==> config.mk <==
export PLATFORM = sky130hd
export DESIGN_NAME = mbx_irq_flags
export DESIGN_NICKNAME = d
export VERILOG_FILES = /design/src/rtl/mbx_irq_pkg.sv /design/src/rtl/mbx_port_decode.sv /design/src/rtl/mbx_flag_cell.sv /design/src/rtl/mbx_irq_flags.sv
export SDC_FILE = /design/constraint.sdc
export NUM_CORES = 1
export LEC_CHECK = 0
export BUFFER_PORTS_ARGS = -buffer_cell sky130_fd_sc_hd__buf_2
export CAP_MARGIN = 0
export CORE_AREA = 2 2 39 41
export CTS_CLUSTER_DIAMETER = 80
export DETAILED_ROUTE_END_ITERATION = 12
export DIE_AREA = 0 0 41 43
export PLACE_DENSITY = 0.58
export SYNTH_ARGS = -nofsm -noshare
export SYNTH_HDL_FRONTEND = slang
export SYNTH_SLANG_ARGS = --single-unit
==> constraint.sdc <==
create_clock -name clk -period 1.8 [get_ports clk]
set_input_delay 0 -clock clk [delete_from_list [all_inputs] [get_ports clk]]
set_output_delay 0 -clock clk [all_outputs]
set_load 0.02 [all_outputs]
==> src/rtl/mbx_irq_pkg.sv <==
package mbx_irq_pkg;
  localparam int NPORTS = 2;

  // Mailbox word owned by port idx: A (0) gets top-1, B (1) gets top.
  function automatic int unsigned mbx_addr(input int unsigned aw, input int unsigned idx);
    return (32'd1 << aw) - 32'd2 + idx;
  endfunction

  typedef struct packed {
    logic set;
    logic clr;
  } flag_req_t;
endpackage

==> src/rtl/mbx_port_decode.sv <==
module mbx_port_decode #(
  parameter int ADDR_W   = 13,
  parameter int OWN_MBX  = 8190,
  parameter int PEER_MBX = 8191
) (
  input  logic [ADDR_W-1:0] addr,
  input  logic              en_n,
  input  logic              wr_n,
  input  logic              oe_n,
  input  logic              busy_n,
  output logic              peer_set,
  output logic              own_clr
);
  localparam logic [ADDR_W-1:0] OWN_A  = ADDR_W'(OWN_MBX);
  localparam logic [ADDR_W-1:0] PEER_A = ADDR_W'(PEER_MBX);

  logic active;

  always_comb begin
    active   = !en_n && busy_n;
    peer_set = active && !wr_n && (addr == PEER_A);
    own_clr  = active && !oe_n && (addr == OWN_A);
  end
endmodule

==> src/rtl/mbx_flag_cell.sv <==
module mbx_flag_cell
  import mbx_irq_pkg::*;
(
  input  logic      clk,
  input  logic      rst,
  input  flag_req_t req,
  output logic      flag_n
);
  always_ff @(posedge clk) begin
    if (rst)          flag_n <= 1'b1;
    else if (req.set) flag_n <= 1'b0;
    else if (req.clr) flag_n <= 1'b1;
  end


  set_wins_chk: assert property (@(posedge clk) disable iff (rst)
    req.set |=> !flag_n);


  clr_chk: assert property (@(posedge clk) disable iff (rst)
    (req.clr && !req.set) |=> flag_n);


  hold_chk: assert property (@(posedge clk) disable iff (rst)
    (!req.set && !req.clr) |=> $stable(flag_n));
endmodule

==> src/rtl/mbx_irq_flags.sv <==
module mbx_irq_flags
  import mbx_irq_pkg::*;
#(
  parameter int ADDR_W = 13
) (
  input  logic              clk,
  input  logic              rst,
  input  logic [ADDR_W-1:0] a_addr,
  input  logic              a_en_n,
  input  logic              a_wr_n,
  input  logic              a_oe_n,
  input  logic              a_busy_n,
  input  logic [ADDR_W-1:0] b_addr,
  input  logic              b_en_n,
  input  logic              b_wr_n,
  input  logic              b_oe_n,
  input  logic              b_busy_n,
  output logic              a_irq_n,
  output logic              b_irq_n
);
  logic [ADDR_W-1:0] addr_v [NPORTS];
  logic [NPORTS-1:0] en_v, wr_v, oe_v, busy_v;
  logic [NPORTS-1:0] peer_set_v, own_clr_v, flag_v;
  flag_req_t         req_v [NPORTS];

  assign addr_v[0] = a_addr;
  assign addr_v[1] = b_addr;
  assign en_v   = {b_en_n, a_en_n};
  assign wr_v   = {b_wr_n, a_wr_n};
  assign oe_v   = {b_oe_n, a_oe_n};
  assign busy_v = {b_busy_n, a_busy_n};

  for (genvar p = 0; p < NPORTS; p++) begin : g_port
    mbx_port_decode #(
      .ADDR_W  (ADDR_W),
      .OWN_MBX (int'(mbx_addr(ADDR_W, p))),
      .PEER_MBX(int'(mbx_addr(ADDR_W, NPORTS - 1 - p)))
    ) u_dec (
      .addr    (addr_v[p]),
      .en_n    (en_v[p]),
      .wr_n    (wr_v[p]),
      .oe_n    (oe_v[p]),
      .busy_n  (busy_v[p]),
      .peer_set(peer_set_v[p]),
      .own_clr (own_clr_v[p])
    );

    assign req_v[p].set = peer_set_v[NPORTS - 1 - p];
    assign req_v[p].clr = own_clr_v[p];

    mbx_flag_cell u_flag (
      .clk   (clk),
      .rst   (rst),
      .req   (req_v[p]),
      .flag_n(flag_v[p])
    );
  end

  assign a_irq_n = flag_v[0];
  assign b_irq_n = flag_v[1];


  rst_idle_chk: assert property (@(posedge clk)
    rst |=> (a_irq_n && b_irq_n));


  a_busy_gate_chk: assert property (@(posedge clk) disable iff (rst)
    (!b_busy_n && !own_clr_v[0]) |=> $stable(a_irq_n));


  b_busy_gate_chk: assert property (@(posedge clk) disable iff (rst)
    (!a_busy_n && !own_clr_v[1]) |=> $stable(b_irq_n));
endmodule

# Word-level counts from Yosys, hierarchy flattened
# Index checks and enable logic that the tools add are counted.
# classes
n_eq_ne	4
muxes	4
n_reduce_logical	18
# op_table
cell	count
13-bit == test, second input constant	4
1-bit logical AND	10
1-bit logical NOT	6
1-bit two-way mux	4
2-bit nonzero test	2
# totals
reg_bits	2
wordCells	28

# Longest topological paths before layout
# Gate-level depths: netlist of the first run.
# logic_depth
ltp_word	6
mapped_depth	4
mapped_depth_nobuf	4

# Modules after synthesis
# A second synthesis of the first run with hierarchy kept.
# hier_totals
hier_cells	20
hier_area_um2	177.7
# by_module_without_submodules
module	instances	cells_per_inst	area_each_um2	seq_area_each_um2
mbx_port_decode	2	7	53.8	0.0
mbx_flag_cell	2	3	35.0	20.0

# Worst setup path after synthesis of the first run
# Ideal clock, no wire load.
# synth_path
path_kind	register -> register
start	reg, netlist name g_port[0].u_flag.flag_n
end	reg g_port[0].u_flag.flag_n
setup_ps	128
arrival_time_ps	617
path_slack_ps	1055
path_stages_with_launch	3
n_path_buf	0
period_less_slack_ps	745
cell_sequence	dfxtp_1 > a211oi_1 > a21oi_1
# synth_rtl
element	line	text
end signal, assigned	mbx_flag_cell.sv:10	if (rst) flag_n <= 1'b1;
end signal, assigned	mbx_flag_cell.sv:11	else if (req.set) flag_n <= 1'b0;
end signal, assigned	mbx_flag_cell.sv:12	else if (req.clr) flag_n <= 1'b1;
end, declared	mbx_flag_cell.sv:7	output logic flag_n

# Worst setup path after layout of the first run
# layout_path
start	in a_addr[0]
end	reg g_port[0].u_flag.flag_n
# layout_via
elab_chain_len	3
# layout_rtl
element	line	text
start, declared	mbx_irq_flags.sv:8	input logic [ADDR_W-1:0] a_addr,
13-bit == test	mbx_port_decode.sv:22	own_clr = active && !oe_n && (addr == OWN_A);
1-bit logical AND	mbx_port_decode.sv:22	
2-bit nonzero test (no source line)	--	
# Every way passes these cells.
# A chain may end at the register's enable or synchronous reset.

==> reports/metrics.yaml, run 1 <==
sta:
  finalSetupViolCount: 0
  hold_violations: 0
  finalSetupTns_ps: 0
  skew_ps: 0
  tightest_slew_ps: 281
  period_share_pct: 47.5
  max_freq_mhz: 1170
  rsz0062_at_grt: "false"
  slew_viol_final: 0
  hold_slack_ps: 57.4
  slew_headroom_pct: 81.1
  finalCriticalPeriod_ps: 855
setup_path:
  crit_type: "primary input to register"
  cp-start-kind: "primary input"
  cp.arrival_ps: 950
  reg2regPathDepth: 2
  required_ps: 1890
  timing.rr.start: "g_port[0].u_flag.flag_n"
  r2r-end: "g_port[0].u_flag.flag_n"
  r2r_setup_slack_ps: 1110
  endpoint_kind: "register"
  critPathMaxFanout: 2
yosys:
  syn_nets: 56
  seq_area_frac_synth_pct: 25.2
  synth_seq_cells: 2
  synth_cells: 20
  synthesis.area_um2: 159
  yosysWarnings: 0
  synth_cell_types: 13
  avgSynthCellArea_um2: 7.95
final_layout:
  fin_util_pct: 28.7
  drive_gt1_share_pct: 68.9
  area_growth_pct: 150
  fillers: 161
  regMostFlops: "g_port.u_flag.flag_n"
  largest_reg_flops: 2
  antenna_cells: 0
  top_regs: "g_port.u_flag.flag_n: 2 flops"
  num-nets-final: 99
hold_path:
  hold_class: "primary input to register"
  holdCritStartpoint: "b_wr_n"
  worstHoldPathCells: 3
  hold_end: "g_port[0].u_flag.flag_n"
power_and_ir_drop:
  p_leak_uw: 0.000197
  p_sw_uw: 41.0
  irDropWorstVdd_mv: 0.116
  switching_share_pct: 21.5
  pwr-share-comb_pct: 24.2
  seqPwrFrac_pct: 23.5
  total_power_uw: 191
  clkPwrFrac_pct: 52.4
  p_per_area_nw_per_um2: 480
  p_int_uw: 150
route:
  ant_nets: 0
  avgRoutedWirePerCell_um: 8.62
  first_iter_violations: 0
  drc: 0
  vias: 323
  vias_per_cell: 4.19
  firstDrtPassIters: 1
  routed_wl_um: 664
global_routing:
  grt_pass1_wl_mm: 1.08
  grt_remaining_overflow: 0
  grt_pass1_vias: 349
  grt_max_degree: 5
  antenna_found_initial: 0
  grt_usage_pct: 9.01
clock_network:
  clkTransAtPathRegs_ps: 30
  cts_max_level: 1
  cts-buffers-inserted: 3
  cts_tree: "built"
  clock_latency_ps: 220
  cts.sinks: 2
  cts_buffer_depth: 2
  clock_tree.root_cell: "clkbuf_4"
placed_design:
  portBuffers: 37
  gp_congestion: 0.661
die:
  num_io_pins: 38
  die_w_um: 41
  num_rows: 14
  start_util_pct: 11.5
  die_area_um2: 1760
  core-area_um2: 1380
  dieHeight_um: 43
flow_run:
  maxCapViolCount: 0
status:
  status: "complete, no violations"
==> kinds of logic (layout without fill, tap and decap cells) <==
logic type / Yosys count / after routing / synth area share (%)
and+or+nand+nor: 13 / 13 / 55.1
buffers and inverters: 1 / 42 / 2.36
AOI/OAI and AO/OA: 4 / 4 / 17.3
DFF: 2 / 2 / 25.2
==> power by group through the flow <==
| stage | logic, uW | registers (uW) | clock network (uW) |
|---|---|---|---|
| 2_1_floorplan | 6.87 | 45.2 | 0 |
| 3_3_place_gp | 44.4 | 45.2 | 0 |
| 3_5_place_dp | 45.0 | 45.2 | 0 |
| 4_1_cts | 46.9 | 44.7 | 108 |
| 5_1_grt | 51.1 | 44.6 | 110 |
| 6_report | 46.0 | 44.7 | 99.8 |
==> layout by cell type (no fill, tap or decap), drive strengths merged, types with 2 or more instances in the layout <==
cell type  netlist  routed
buf              0      37
nor4             2       2
dfxtp            2       2
nor2             2       2
clkbuf           0       3
nand4            5       5
==> cell usage after synthesis <==
cell / n / share of area [%]
inv_1: 1 / 2.4
nand2b_1: 1 / 3.9
a31oi_1: 1 / 3.9
a311oi_1: 1 / 5.5
nor3_1: 1 / 3.1
nand4b_1: 1 / 5.5
nand4_1: 5 / 20
a21oi_1: 1 / 3.1
nor4_2: 2 / 16
a211oi_1: 1 / 4.7
dfxtp_1: 2 / 25
nor2_1: 2 / 4.7
nand2_1: 1 / 2.4
==> critical path, cell delays in order <==
cell           delay (ps)
dlygate4sd3_1         520
buf_2                 110
nor2_1                 40
a211oi_1              220
a21oi_1                60
==> worst max path at each step <==
stage                                  startpoint                       to  slack, ps  depth (start not counted)
after floorplan           g_port[0].u_flag.flag_n  g_port[0].u_flag.flag_n       1060                          2
after global placement                     a_en_n  g_port[0].u_flag.flag_n        890                          5
after detailed placement                   a_en_n  g_port[0].u_flag.flag_n        880                          5
after CTS                               a_addr[0]  g_port[0].u_flag.flag_n        950                          5
after global routing                    a_addr[0]  g_port[0].u_flag.flag_n        920                          5
final                                   a_addr[0]  g_port[0].u_flag.flag_n        950                          5
==> layer usage <==
metal	share of wire, %	vias up	wire length [um]	global-route usage (%)
met2	51	23	336	16.3
met5	0	-	0	0
met4	0	0	0	6.00
met3	17	0	111	3.66
li1	-	169	-	-
met1	32	131	215	7.01
==> layout make-up <==
cell class	instances	area [um2]	share of cell area [%]
Tap cell	16	20.0	5.05
Timing Repair Buffer	38	195	49.2
Clock buffer	3	22.5	5.68
Sequential cell	2	40.0	10.1
Multi-Input combinational cell	17	115	29.0
Inverter	1	3.75	0.946
==> repair_timing <==
action / CTS / global route
resized for setup: 0 / 0
setup buffers: 0 / 0
hold buffers: 1 / 0
endpoints found under the hold margin: 1 / 0
==> metrics by stage <==
stage	worst slack (ps)	cell area (um2)	instances
2_1_floorplan	1060	159	20
3_3_place_gp	893	364	73
3_5_place_dp	882	364	73
4_1_cts	948	397	77
5_1_grt	925	397	77
6_report	945	397	77
(Power assumes the default switching activity.)
==> run 2, diff against run 1 <==
- clock period: 1.8 -> 0.8 ns (I/O delays scaled with it)
==> run 2 against run 1 <==
Cell count increased by 1.3%; largest power group unchanged; core utilization increased by 0.54 points; critical path type is now register to primary output; global-route usage decreased by 0.40 points; largest cell class unchanged; clock skew unchanged; total power increased by 120%.
==> reports/metrics.yaml, run 2 (same netlist as run 1, synthesis figures left out) <==
final_layout:
  fin_util_pct: 29.2  # +0.54 points
  regMostFlops: "g_port.u_flag.flag_n"
  largest_reg_flops: 2  # unchanged
  fin_area_um2: 404  # +1.9%
  fillers: 152  # -5.6%
  drive_gt1_share_pct: 69.4  # +0.50 points
  top_regs: "g_port.u_flag.flag_n: 2 flops"
  mostFrequentLayoutCells: "37 x buf_2, 5 x nand4_1, 3 x clkbuf_4"
  num-nets-final: 100  # +1.0%
  area_growth_pct: 154
  antenna_cells: 0  # unchanged
  layout_commonest_cell: "buf_2"
clock_network:
  clkTransAtPathRegs_ps: 30  # about the same
  clock_latency_ps: 220  # about the same
  postCtsHoldBufs: 1  # unchanged
  clock_tree.root_cell: "clkbuf_4"
  cts-buffers-inserted: 3  # unchanged
  post-cts-setup-buffer-count: 0  # unchanged
  cts_max_level: 1  # unchanged
  cts.sinks: 2  # unchanged
  ctsResizeCount: 0  # unchanged
  cts_buffer_depth: 2  # unchanged
  cts_tree: "built"
sta:
  tightest_slew_ps: 276  # -4.47 ps
  max_freq_mhz: 1430
  skew_ps: 0  # unchanged
  rsz0062_at_grt: "false"
  finalSetupViolCount: 0  # unchanged
  period_share_pct: 87.4
  slew_headroom_pct: 81.4  # +0.30 points
  finalCriticalPeriod_ps: 699
  slew_viol_final: 0  # unchanged
  hold_violations: 0  # unchanged
setup_path:
  critPathBufInv: 1  # -1
  cp.arrival_ps: 700  # -250 ps
  critPathMaxFanout: 2  # unchanged
  cp_cell_sequence: "buf_2"
  slowest_stage: "dfxtp_1"
  endpoint_kind: "primary output"
  cp_top_family: "flip-flops"
  path_depth: 1  # -4
  cp-start-kind: "register"
  reg2regPathDepth: 2  # unchanged
  slowest_delay_ps: 310  # -210 ps
  required_ps: 800  # -1090 ps
  crit_type: "register to primary output"
global_routing:
  grt_max_degree: 5  # unchanged
  grt_pass1_wl_mm: 1.00  # -7.7%
  grt_usage_pct: 8.61  # -0.40 points
  grt_remaining_overflow: 0  # unchanged
  antenna_found_initial: 0  # unchanged
  grt_pass1_vias: 318  # -8.9%
route:
  vias: 328  # +1.5%
  drc: 0  # unchanged
  vias_per_cell: 4.21  # +0.25%
  routed_wl_um: 650  # -2.1%
  first_iter_violations: 5  # +5
  ant_nets: 0  # unchanged
  avgRoutedWirePerCell_um: 8.33  # -3.4%
  firstDrtPassIters: 4  # +3
status:
  status: "complete, no violations"
power_and_ir_drop:
  pwr-share-comb_pct: 24.5  # +0.3 points
  p_int_uw: 336  # +120%
  p_per_area_nw_per_um2: 1050  # +120%
  switching_share_pct: 20.9  # -0.56 points
  irDropWorstVdd_mv: 0.424  # +270%
  p_leak_uw: 0.000203  # +2.8%
  clkPwrFrac_pct: 51.8  # -0.6 points
  total_power_uw: 425  # +120%
  p_sw_uw: 89.1  # +120%
  seqPwrFrac_pct: 23.6  # about the same
hold_path:
  worstHoldPathCells: 3  # unchanged
  hold_class: "primary input to register"
die:
  dieHeight_um: 43  # unchanged
  die_area_um2: 1760  # unchanged
  start_util_pct: 11.5  # unchanged
  die_w_um: 41  # unchanged
  num_rows: 14  # unchanged
  core-area_um2: 1380  # unchanged
  num_io_pins: 38  # unchanged
placed_design:
  dpl-instance-area_um2: 372  # +2.1%
  portBuffers: 37  # unchanged
  gp_congestion: 0.659  # -0.26%
flow_run:
  maxCapViolCount: 0  # unchanged
[run 2: tightest hold or removal path, cell delays in order]
cell	delay, ps
buf_2	70
nor3_1	40
a21oi_1	120
[run 2: final cells by class]
type	instances	area, um2	area share [%]
timing repair buffer	39	203	50.2
clock buffer	3	22.5	5.57
multi-input combinational	17	115	28.5
inverter	1	3.75	0.929
tap	16	20.0	4.95
sequential	2	40.0	9.91
[run 2: worst paths after layout]
check,startpoint,endpoint,slack (ps)
setup / recovery,g_port[1].u_flag.flag_n,b_irq_n,100
hold / removal,b_wr_n,g_port[0].u_flag.flag_n,60
setup reg to reg,g_port[0].u_flag.flag_n,g_port[0].u_flag.flag_n,100
hold reg to reg,g_port[0].u_flag.flag_n,g_port[0].u_flag.flag_n,510
[run 2: metal layers]
layer | wire, um | share of wire, % | track usage (%) | vias up
met1 | 227 | 35 | 7.64 | 135
met3 | 107 | 16 | 6.28 | 0
met5 | 0 | 0 | 0 | -
met2 | 315 | 48 | 13.8 | 25
met4 | 0 | 0 | 4.00 | 0
li1 | - | - | - | 168
[run 2: stage by stage]
step	hold WS [ps]	cells	setup WS [ps]	TNS, ps
final	61.7	78	101	0
after global routing	64.9	78	59.8	0
after CTS	60.8	78	83.5	0
after detailed placement	226	74	-124	-225
after global placement	215	74	-114	-159
after floorplan	108	20	55.0	0
[run 2: power by group through the flow]
stage / clock network (uW) / registers [uW] / logic [uW]
after floorplan: 0 / 102 / 15.4
after global placement: 0 / 102 / 100
final: 221 / 101 / 104
after detailed placement: 0 / 102 / 101
after CTS: 236 / 100 / 105
after global routing: 249 / 100 / 115
